`src/rtl/store_fault_unit.sv`:
```
module store_fault_unit #(
  parameter int XLEN = 64,
  parameter logic [XLEN-1:0] TRAP_VEC = 64'h0000_0000_0000_0100
) (
  input  logic            clk,
  input  logic            rst_n,
  input  logic            op_valid_i,
  output logic            op_ready_o,
  input  logic [XLEN-1:0] base_i,
  input  logic [11:0]     imm_i,
  input  logic [XLEN-1:0] src_i,
  input  logic [1:0]      width_i,
  input  logic            acq_i,
  input  logic            rel_i,
  input  logic            cond_i,
  output logic            wr_valid_o,
  input  logic            wr_ready_i,
  input  logic            wr_err_i,
  output logic [XLEN-1:0] wr_addr_o,
  output logic [XLEN-1:0] wr_data_o,
  output logic [1:0]      wr_size_o,
  output logic [2:0]      wr_kind_o,
  output logic            trap_o,
  output logic [4:0]      trap_cause_o,
  output logic [XLEN-1:0] trap_tval_o,
  output logic [XLEN-1:0] redirect_pc_o,
  output logic            done_o,
  output logic            unsup_o
);
  localparam int IMM_W = 12;
  localparam logic [4:0] CAUSE_MISALIGN = 5'd6;
  localparam logic [4:0] CAUSE_ACCESS   = 5'd7;

  typedef enum logic {S_IDLE, S_ISSUE} state_t;
  state_t state;

  logic [XLEN-1:0] ea;
  logic [XLEN-1:0] data_sel;
  logic            misaligned;
  logic            need_align;
  logic [2:0]      kind;

  assign ea         = base_i + {{(XLEN-IMM_W){imm_i[IMM_W-1]}}, imm_i};
  assign need_align = rel_i | cond_i;
  assign op_ready_o = (state == S_IDLE);
  assign redirect_pc_o = TRAP_VEC;

  always_comb begin
    case (width_i)
      2'd0:    misaligned = 1'b0;
      2'd1:    misaligned = ea[0];
      2'd2:    misaligned = |ea[1:0];
      default: misaligned = |ea[2:0];
    endcase
  end

  always_comb begin
    data_sel = '0;
    case (width_i)
      2'd0:    data_sel[7:0]  = src_i[7:0];
      2'd1:    data_sel[15:0] = src_i[15:0];
      2'd2:    data_sel[31:0] = src_i[31:0];
      default: data_sel       = src_i;
    endcase
  end

  always_comb begin
    case ({cond_i, acq_i, rel_i})
      3'b001:  kind = 3'd1;
      3'b011:  kind = 3'd2;
      3'b100:  kind = 3'd3;
      3'b101:  kind = 3'd4;
      3'b111:  kind = 3'd5;
      default: kind = 3'd0;
    endcase
  end

  always_ff @(posedge clk or negedge rst_n) begin
    if (!rst_n) begin
      state        <= S_IDLE;
      wr_valid_o   <= 1'b0;
      wr_addr_o    <= '0;
      wr_data_o    <= '0;
      wr_size_o    <= '0;
      wr_kind_o    <= '0;
      trap_o       <= 1'b0;
      trap_cause_o <= '0;
      trap_tval_o  <= '0;
      done_o       <= 1'b0;
      unsup_o      <= 1'b0;
    end else begin
      trap_o  <= 1'b0;
      done_o  <= 1'b0;
      unsup_o <= 1'b0;
      case (state)
        S_IDLE: if (op_valid_i) begin
          if (need_align && misaligned) begin
            trap_o       <= 1'b1;
            trap_cause_o <= CAUSE_MISALIGN;
            trap_tval_o  <= ea;
          end else if (acq_i && !rel_i) begin
            unsup_o <= 1'b1;
          end else begin
            wr_valid_o <= 1'b1;
            wr_addr_o  <= ea;
            wr_data_o  <= data_sel;
            wr_size_o  <= width_i;
            wr_kind_o  <= kind;
            state      <= S_ISSUE;
          end
        end
        default: if (wr_ready_i) begin
          wr_valid_o <= 1'b0;
          state      <= S_IDLE;
          if (wr_err_i) begin
            trap_o       <= 1'b1;
            trap_cause_o <= CAUSE_ACCESS;
            trap_tval_o  <= wr_addr_o;
          end else begin
            done_o <= 1'b1;
          end
        end
      endcase
    end
  end
endmodule

```
`config.mk`:
```
export PLATFORM = sky130hd
export DESIGN_NAME = store_fault_unit
export DESIGN_NICKNAME = d
export VERILOG_FILES = /design/src/rtl/store_fault_unit.sv
export SDC_FILE = /design/constraint.sdc
export NUM_CORES = 1
export LEC_CHECK = 0
export ABC_AREA = 1
export BUFFER_PORTS_ARGS = -buffer_cell sky130_fd_sc_hd__buf_2
export CAP_MARGIN = 20
export CORE_UTILIZATION = 35
export CTS_CLUSTER_DIAMETER = 50
export DETAILED_ROUTE_END_ITERATION = 10
export SYNTH_ARGS = -nofsm -noshare
export SYNTH_HDL_FRONTEND = slang
export SYNTH_SLANG_ARGS = --single-unit
export TNS_END_PERCENT = 1
```
`constraint.sdc`:
```
create_clock -name clk -period 1.89 [get_ports clk]
set_input_delay 0.0945 -clock clk [delete_from_list [all_inputs] [get_ports clk]]
set_output_delay 0.0945 -clock clk [all_outputs]
set_load 0.05 [all_outputs]
```
==> run metrics, run 1 <==
status=finished clean; number of max-capacitance violations reported=0; crit path capture type=flip-flop; Highest Signal Layer=met4; x dimension of the die=approximately 210 um; sequential area share after synthesis=around 35%; number of max-slew violations in the final report=0; internal power contribution=about 0.012 W; reported leakage power=12.4 nW; pin count of the biggest net entering global routing=93; maximum vdd ir drop=1110 uV; clock input transition at the sequential cells of the worst setup and hold paths=about 0.060 ns; fraction of post-synthesis cell area in the top cell type by area=~35%; Switch Pwr=between 0.01 and 0.015 W; clock tree from TritonCTS=yes; power consumption=approximately 0.026 W; count of state elements after synthesis=just over 200; Crit Reg-Reg Startpoint=state$_DFF_PN0_; largest area contributor in the synthesized netlist=dfrtp_1; depth of the CTS H-tree=1; worst clock skew on the final layout=between 0.008 and 0.009 ns; Area Growth Syn to Fin=36.3%; wire length on met3=around 3200 um; most repeated library cell on the critical path=nand2_1; number of antenna cells inserted=0; global-route wire length before repair=85200 um; largest stage delay on the critical path=approximately 0.4 ns; routed wire length=around 55000 um; critical path fanouts, max=40; Clock Sinks=approximately 200; number of buffers added for setup after CTS=0; Logic pwr share=51.8%; RSZ-0062 raised after global routing=true; cells along the critical path=buf_2, buf_12, ha_1, nand2_1, buf_4, nor2_1, inv_1, nor2_1, nand2_1, nor2_1, nand2_1, nand3_1, nand3_1, nand2_1, nand2_1; Skew-Pair Late Insertion Delay=roughly 0.53 ns; total of fill cells in the finished design=4212; number of buffers and inverters on the critical path=4; final core utilization=48.9%; commonest non-fill, non-tap cells in the layout=nand2_1, inv_1, buf_2, dfrtp_1, buf_4; synthesized area=about 0.015 mm^2; all-layer global routing usage=between 20 and 30%; cts bufs inserted=27; launch instance of the worst min-delay path=imm_i[0]; synth top area cells=dfrtp_1, nand2_1, inv_1; worst-case hold slack=around 0.022 ns; Period minus WS final=~1.8 ns; endpoint required time on the critical path=2.32 ns; Sw Ratio=51.2%; category of the most critical setup path=input pin to flip-flop; Sequential Power Share=roughly 27%; met2 WL=25900 um; I/O pins=approximately 420; Vias=around 16000; syn_area_per_cell=~6.2 um^2; router iterations before antenna repair=7; number of antenna violations at the first check in global routing=0; RePlAce Congestion=about 0.94; die footprint=between 0.04 and 0.05 mm^2; cell family with the largest share of critical-path delay=simple AND/OR/NAND/NOR gates; fraction of final layout cells with drive strength greater than 1=~22%; final critical-path setup slack=roughly 0.059 ns; Setup TNS=0 ns; post-DP HPWL=around 45000 um; Nets=3165; start point of the critical path=imm_i[11]; Wirelength per Cell=15.8 um; setup violation total in the final timing report=0; number of distinct library cells after synthesis=37; Starting Density=35.9%; Clk pwr share=20.9%; power per cell area=~1300 mW/mm^2; leading cell type in the layout, fill and taps excluded=nand2_1; detailed-routing wirelength on met1=approximately 24000 um; achievable frequency=around 550 MHz; worst slack, placed=-0.700 ns; Tightest Hold Check Type=input pin to flip-flop; clock tree root buffer cell=clkbuf_16; number of cell rows=74; number of buffers on the longest clock path=3; Overflow after GRT=0; height of the die=between 200 and 250 um; DRT iter0 DRCs=approximately 1200; number of vias per cell after detailed routing=4.60; kind of launch point of the worst setup path=input pin; vias in the first global route=approximately 15000; Yosys warning total=0; number of failing hold endpoints at the final stage=0; residual DRC count=0; cell count after synthesis=2364; number of nets with antenna violations after routing=0; arrival time worst endpoint=2.26 ns; count of input and output buffers=354; crit share post-route=just under 100%; cell with the largest stage delay on the worst path=ha_1; area of the core region=between 0.04 and 0.05 mm^2
worst paths after layout:
path / end / slack [ns] / cells after the start
min in group asynchronous: wr_data_o[25]$_DFFE_PN0P_ / 0.04 / 2
setup reg to reg: wr_addr_o[33]$_DFFE_PN0P_ / 0.30 / 9
hold / removal: trap_tval_o[0]$_DFFE_PN0P_ / 0.02 / 4
setup / recovery: trap_tval_o[49]$_DFFE_PN0P_ / 0.06 / 15
hold reg to reg: trap_tval_o[25]$_DFFE_PN0P_ / 0.47 / 2
max in group asynchronous: wr_addr_o[46]$_DFFE_PN0P_ / 1.13 / 3
final cells by class:
type	instances	area [um^2]	share of cell area [%]
Inverter	371	1400	6.93
Sequential cell	204	5100	25.4
Tap cell	532	666	3.31
Clock buffer	32	724	3.60
Clock inverter	16	211	1.05
Timing Repair Buffer	621	4140	20.6
Multi-Input combinational cell	1726	7890	39.2
power by group through the flow:
stage | Combinational [W] | Sequential [W] | Clock, W
after floorplan | 0.00371 | 0.0122 | 0
after global placement | 0.0130 | 0.00697 | 0
after detailed placement | 0.0131 | 0.00698 | 0
after CTS | 0.0132 | 0.00695 | 0.00543
after global routing | 0.0141 | 0.00715 | 0.00563
final | 0.0133 | 0.00697 | 0.00535
worst register-to-register path, stage by stage (launching register included):
cell and delay [ns]:
dfrtp_1 0.42, inv_2 0.11, nand2_1 0.06, inv_1 0.08, nand2_2 0.11, nor2_8 0.12
buf_4 0.24, buf_4 0.22, nand2_1 0.06, o21ai_0 0.09
flip-flops by register name, indices dropped and copies added (netlist names):
signal,count
wr_size_o,2
wr_kind_o,3
wr_addr_o,64
wr_valid_o,1
trap_cause_o,2
unsup_o,1
wr_data_o,64
trap_tval_o,64
done_o,1
trap_o,1
state,1
cell usage after synthesis:
master / instances
or2_2: 1
o21ai_1: 6
a211oi_1: 3
inv_1: 368
clkbuf_1: 19
ha_1: 63
fa_1: 1
nand2_1: 1083
nor2_1: 175
buf_1: 6
o21bai_1: 2
buf_6: 1
conb_1: 2
o2111ai_1: 1
o21ai_0: 54
o211ai_1: 11
buf_4: 81
buf_2: 20
and2_1: 1
nand4_1: 2
o21ai_2: 1
xor2_1: 8
nand2_2: 2
a21oi_1: 55
nand3b_1: 3
nor4_1: 2
a31oi_1: 4
dfrtp_1: 204
o221ai_2: 1
o21a_1: 3
inv_4: 1
nand3_1: 137
inv_2: 2
nor3_1: 15
xnor2_1: 23
mux2_2: 2
nor2_8: 1
kinds of logic (layout without fill, tap and decap cells):
kind of cell,after synthesis,after routing,share of synthesized area (%)
compound gates,141,141,5.25
xor+xnor,31,31,1.84
fa+ha+maj,64,64,5.47
buf+inv,498,1040,14.9
flops,204,204,34.6
mux,2,2,0.152
other cells,2,66,0.0508
simple gates,1422,1422,37.7
metal layers:
layer  track usage [%]  vias to the layer above
met2              42.9                      515
li1                  -                     8188
met3              3.45                       97
met5                 0                        -
met4              9.08                        0
met1              32.7                     7296
through the flow:
stage	cells	area (um^2)
after floorplan	2428	15000
after global placement	3382	18300
after detailed placement	3382	18300
after CTS	3502	20000
after global routing	3502	20100
final	3502	20100
repair_timing:
action / 4_1_cts / 5_1_grt
pin swaps: 0 / 1
hold buffers: 72 / 0
endpoints found under the setup margin: 20 / 132
endpoints found under the hold margin: 276 / 0
gates resized for setup: 5 / 50
Note: power is estimated with default switching activity, not from simulation.
==> run 2, diff against run 1 <==
CELL_PAD_IN_SITES_DETAIL_PLACEMENT = 1   (was unset)
CELL_PAD_IN_SITES_GLOBAL_PLACEMENT = 2   (was unset)
CORE_UTILIZATION = 27   (was 35)
PLACE_DENSITY_LB_ADDON = 0.1   (was unset)
==> run metrics, run 2 (same netlist as run 1, synthesis figures left out) <==
number of antenna cells inserted=0 (unchanged); number of max-slew violations in the final report=0 (unchanged); Area Growth Syn to Fin=41.1%; largest stage delay on the critical path=0.39 ns (about the same); maximum vdd ir drop=1130 uV (+1.6%); Sw Ratio=52.7% (+1.5 points); number of antenna violations at the first check in global routing=1 (+1); area of the core region=0.0539 mm^2 (+31%); status=finished clean; Clock Sinks=204 (unchanged); achievable frequency=544 MHz (-0.33%); depth of the CTS H-tree=1 (unchanged); standard cell area after detailed placement=0.0187 mm^2 (+2.4%); number of failing hold endpoints at the final stage=0 (unchanged); arrival time worst endpoint=2.29 ns (+0.03 ns); residual DRC count=0 (unchanged); global-route wire length before repair=98400 um (+15%); Overflow after GRT=0 (unchanged); count of input and output buffers=354 (unchanged); Skew-Pair Late Insertion Delay=0.51 ns (-0.02 ns); number of buffers and inverters on the critical path=3 (-1); category of the most critical setup path=input pin to flip-flop; number of nets with antenna violations after routing=0 (unchanged); cell family with the largest share of critical-path delay=simple AND/OR/NAND/NOR gates; all-layer global routing usage=22.8% (-2.4 points); crit share post-route=97.2% (+0.33 points); RePlAce Congestion=0.871 (-7.3%); critical path fanouts, max=11 (-73%); DRT iter0 DRCs=667 (-43%); Logic pwr share=54.6% (+2.8 points); clock tree from TritonCTS=yes; x dimension of the die=236 um (+14%); internal power contribution=0.0120 W (-4.1%); I/O pins=421 (unchanged); crit path capture type=flip-flop; number of cell rows=85 (+15%); router iterations before antenna repair=5 (-2); number of max-capacitance violations reported=0 (unchanged); Switch Pwr=0.0133 W (+1.7%); setup violation total in the final timing report=0 (unchanged); Clk pwr share=17.6% (-3.3 points); Nets=3198 (+1.0%); fraction of final layout cells with drive strength greater than 1=25.1% (+3.0 points); most repeated library cell on the critical path=nand2_1; commonest non-fill, non-tap cells in the layout=nand2_1, inv_1, buf_2, buf_4, dfrtp_1; height of the die=236 um (+14%); cells along the critical path=buf_8, clkbuf_16, ha_2, nand2_1, nor2_1, inv_1, nor2_1, nand2_1, nor2_1, nand2_2, nand2_1, nand2_1, nand3_1, nand2_1, nand2_1; worst-case hold slack=0.101 ns (+0.0794 ns); kind of launch point of the worst setup path=input pin; routed wire length=65700 um (+19%); clock input transition at the sequential cells of the worst setup and hold paths=0.06 ns (about the same); cts bufs inserted=22 (-19%); Period minus WS final=1.84 ns (+0.00615 ns); leading cell type in the layout, fill and taps excluded=nand2_1; number of buffers on the longest clock path=3 (unchanged); Starting Density=27.4% (-8.5 points); leading registers by flop count=trap_tval_o x64, wr_addr_o x64, wr_data_o x64; post-DP HPWL=52400 um (+17%); Wirelength per Cell=17.8 um (+12%); final core utilization=38.7% (-10 points); worst clock skew on the final layout=0.00420 ns (-0.00455 ns); final design area excluding fillers=0.0208 mm^2 (+3.5%); pin count of the biggest net entering global routing=62 (-33%); total of fill cells in the finished design=7132 (+69%); Vias=16400 (+2.0%); endpoint required time on the critical path=2.34 ns (+0.02 ns); number of vias per cell after detailed routing=4.44 (-3.4%); die footprint=0.0557 mm^2 (+29%); reported leakage power=12.5 nW (+1.1%); Tightest Hold Check Type=input pin to flip-flop; Setup TNS=0 ns (unchanged); power per cell area=1210 mW/mm^2 (-4.5%); cell with the largest stage delay on the worst path=ha_2; vias in the first global route=17100 (+12%); clock tree root buffer cell=clkbuf_16; Sequential Power Share=27.8% (+0.5 points); RSZ-0062 raised after global routing=true
run 2: cell types whose count changed in the layout (fill, tap and decap cells not counted), sizes merged:
| cell | previous run | this run |
|---|---|---|
| buf | 547 | 582 |
| bufinv | 4 | 2 |
| clkbuf | 34 | 36 |
| clkinv | 6 | 7 |
| clkinvlp | 2 | 1 |
| inv | 375 | 370 |
run 2: stage by stage:
step | total power, W | setup WS (ns) | std cells
CTS | 0.0254 | -0.0212 | 3689
floorplan | 0.0159 | 0.0171 | 2428
finish | 0.0253 | 0.0529 | 3696
detailed placement | 0.0206 | -0.842 | 3577
global placement | 0.0204 | -0.899 | 3577
global route | 0.0267 | -0.0707 | 3696
run 2: metal layers:
| layer | part of all wire, % | global-route usage (%) | vias up |
|---|---|---|---|
| met5 | 0 | 0 | - |
| met4 | 3.0 | 6.12 | 0 |
| met3 | 3.0 | 2.33 | 73 |
| met2 | 50 | 41.5 | 289 |
| met1 | 44 | 28.5 | 7829 |
| li1 | - | - | 8223 |
run 2: layout make-up:
cell class | count | area (um^2) | share of cell area (%)
Inverter | 371 | 1400 | 6.70
Multi-Input combinational cell | 1726 | 8210 | 39.4
Clock inverter | 9 | 97.6 | 0.468
Sequential cell | 204 | 5100 | 24.5
Tap cell | 696 | 871 | 4.18
Clock buffer | 31 | 636 | 3.05
Timing Repair Buffer | 659 | 4530 | 21.7
run 2: final timing paths:
check	startpoint	endpoint	slack, ns	cells after the start
hold reg to reg	wr_data_o[7]$_DFFE_PN0P_	wr_data_o[7]$_DFFE_PN0P_	0.47	2
setup / recovery	imm_i[11]	trap_tval_o[50]$_DFFE_PN0P_	0.05	15
hold / removal	op_valid_i	unsup_o$_DFF_PN0_	0.10	6
max in group asynchronous	rst_n	wr_addr_o[52]$_DFFE_PN0P_	1.00	3
min in group asynchronous	rst_n	wr_data_o[4]$_DFFE_PN0P_	0.14	2
setup reg to reg	state$_DFF_PN0_	trap_tval_o[48]$_DFFE_PN0P_	0.27	10
run 2: what timing repair did:
item,in CTS,in global routing
setup endpoints to repair,195,143
pin swaps,0,7
setup buffers,0,2
gates resized for setup,29,116
hold endpoints to repair,225,0
gates cloned,0,5
hold buffers,72,0
run 2: tightest hold or removal path: stages:
cell,delay (ns)
buf_2,0.09
nand2_1,0.05
inv_1,0.05
nand2_2,0.13
buf_4,0.12
nor3_1,0.03
run 2: power by group through the flow:
| stage | sequential [W] | clock (W) | combinational [W] |
|---|---|---|---|
| floorplan | 0.0122 | 0 | 0.00371 |
| global placement | 0.00703 | 0 | 0.0134 |
| detailed placement | 0.00707 | 0 | 0.0135 |
| CTS | 0.00703 | 0.00462 | 0.0137 |
| global route | 0.00723 | 0.00477 | 0.0147 |
| finish | 0.00703 | 0.00446 | 0.0138 |
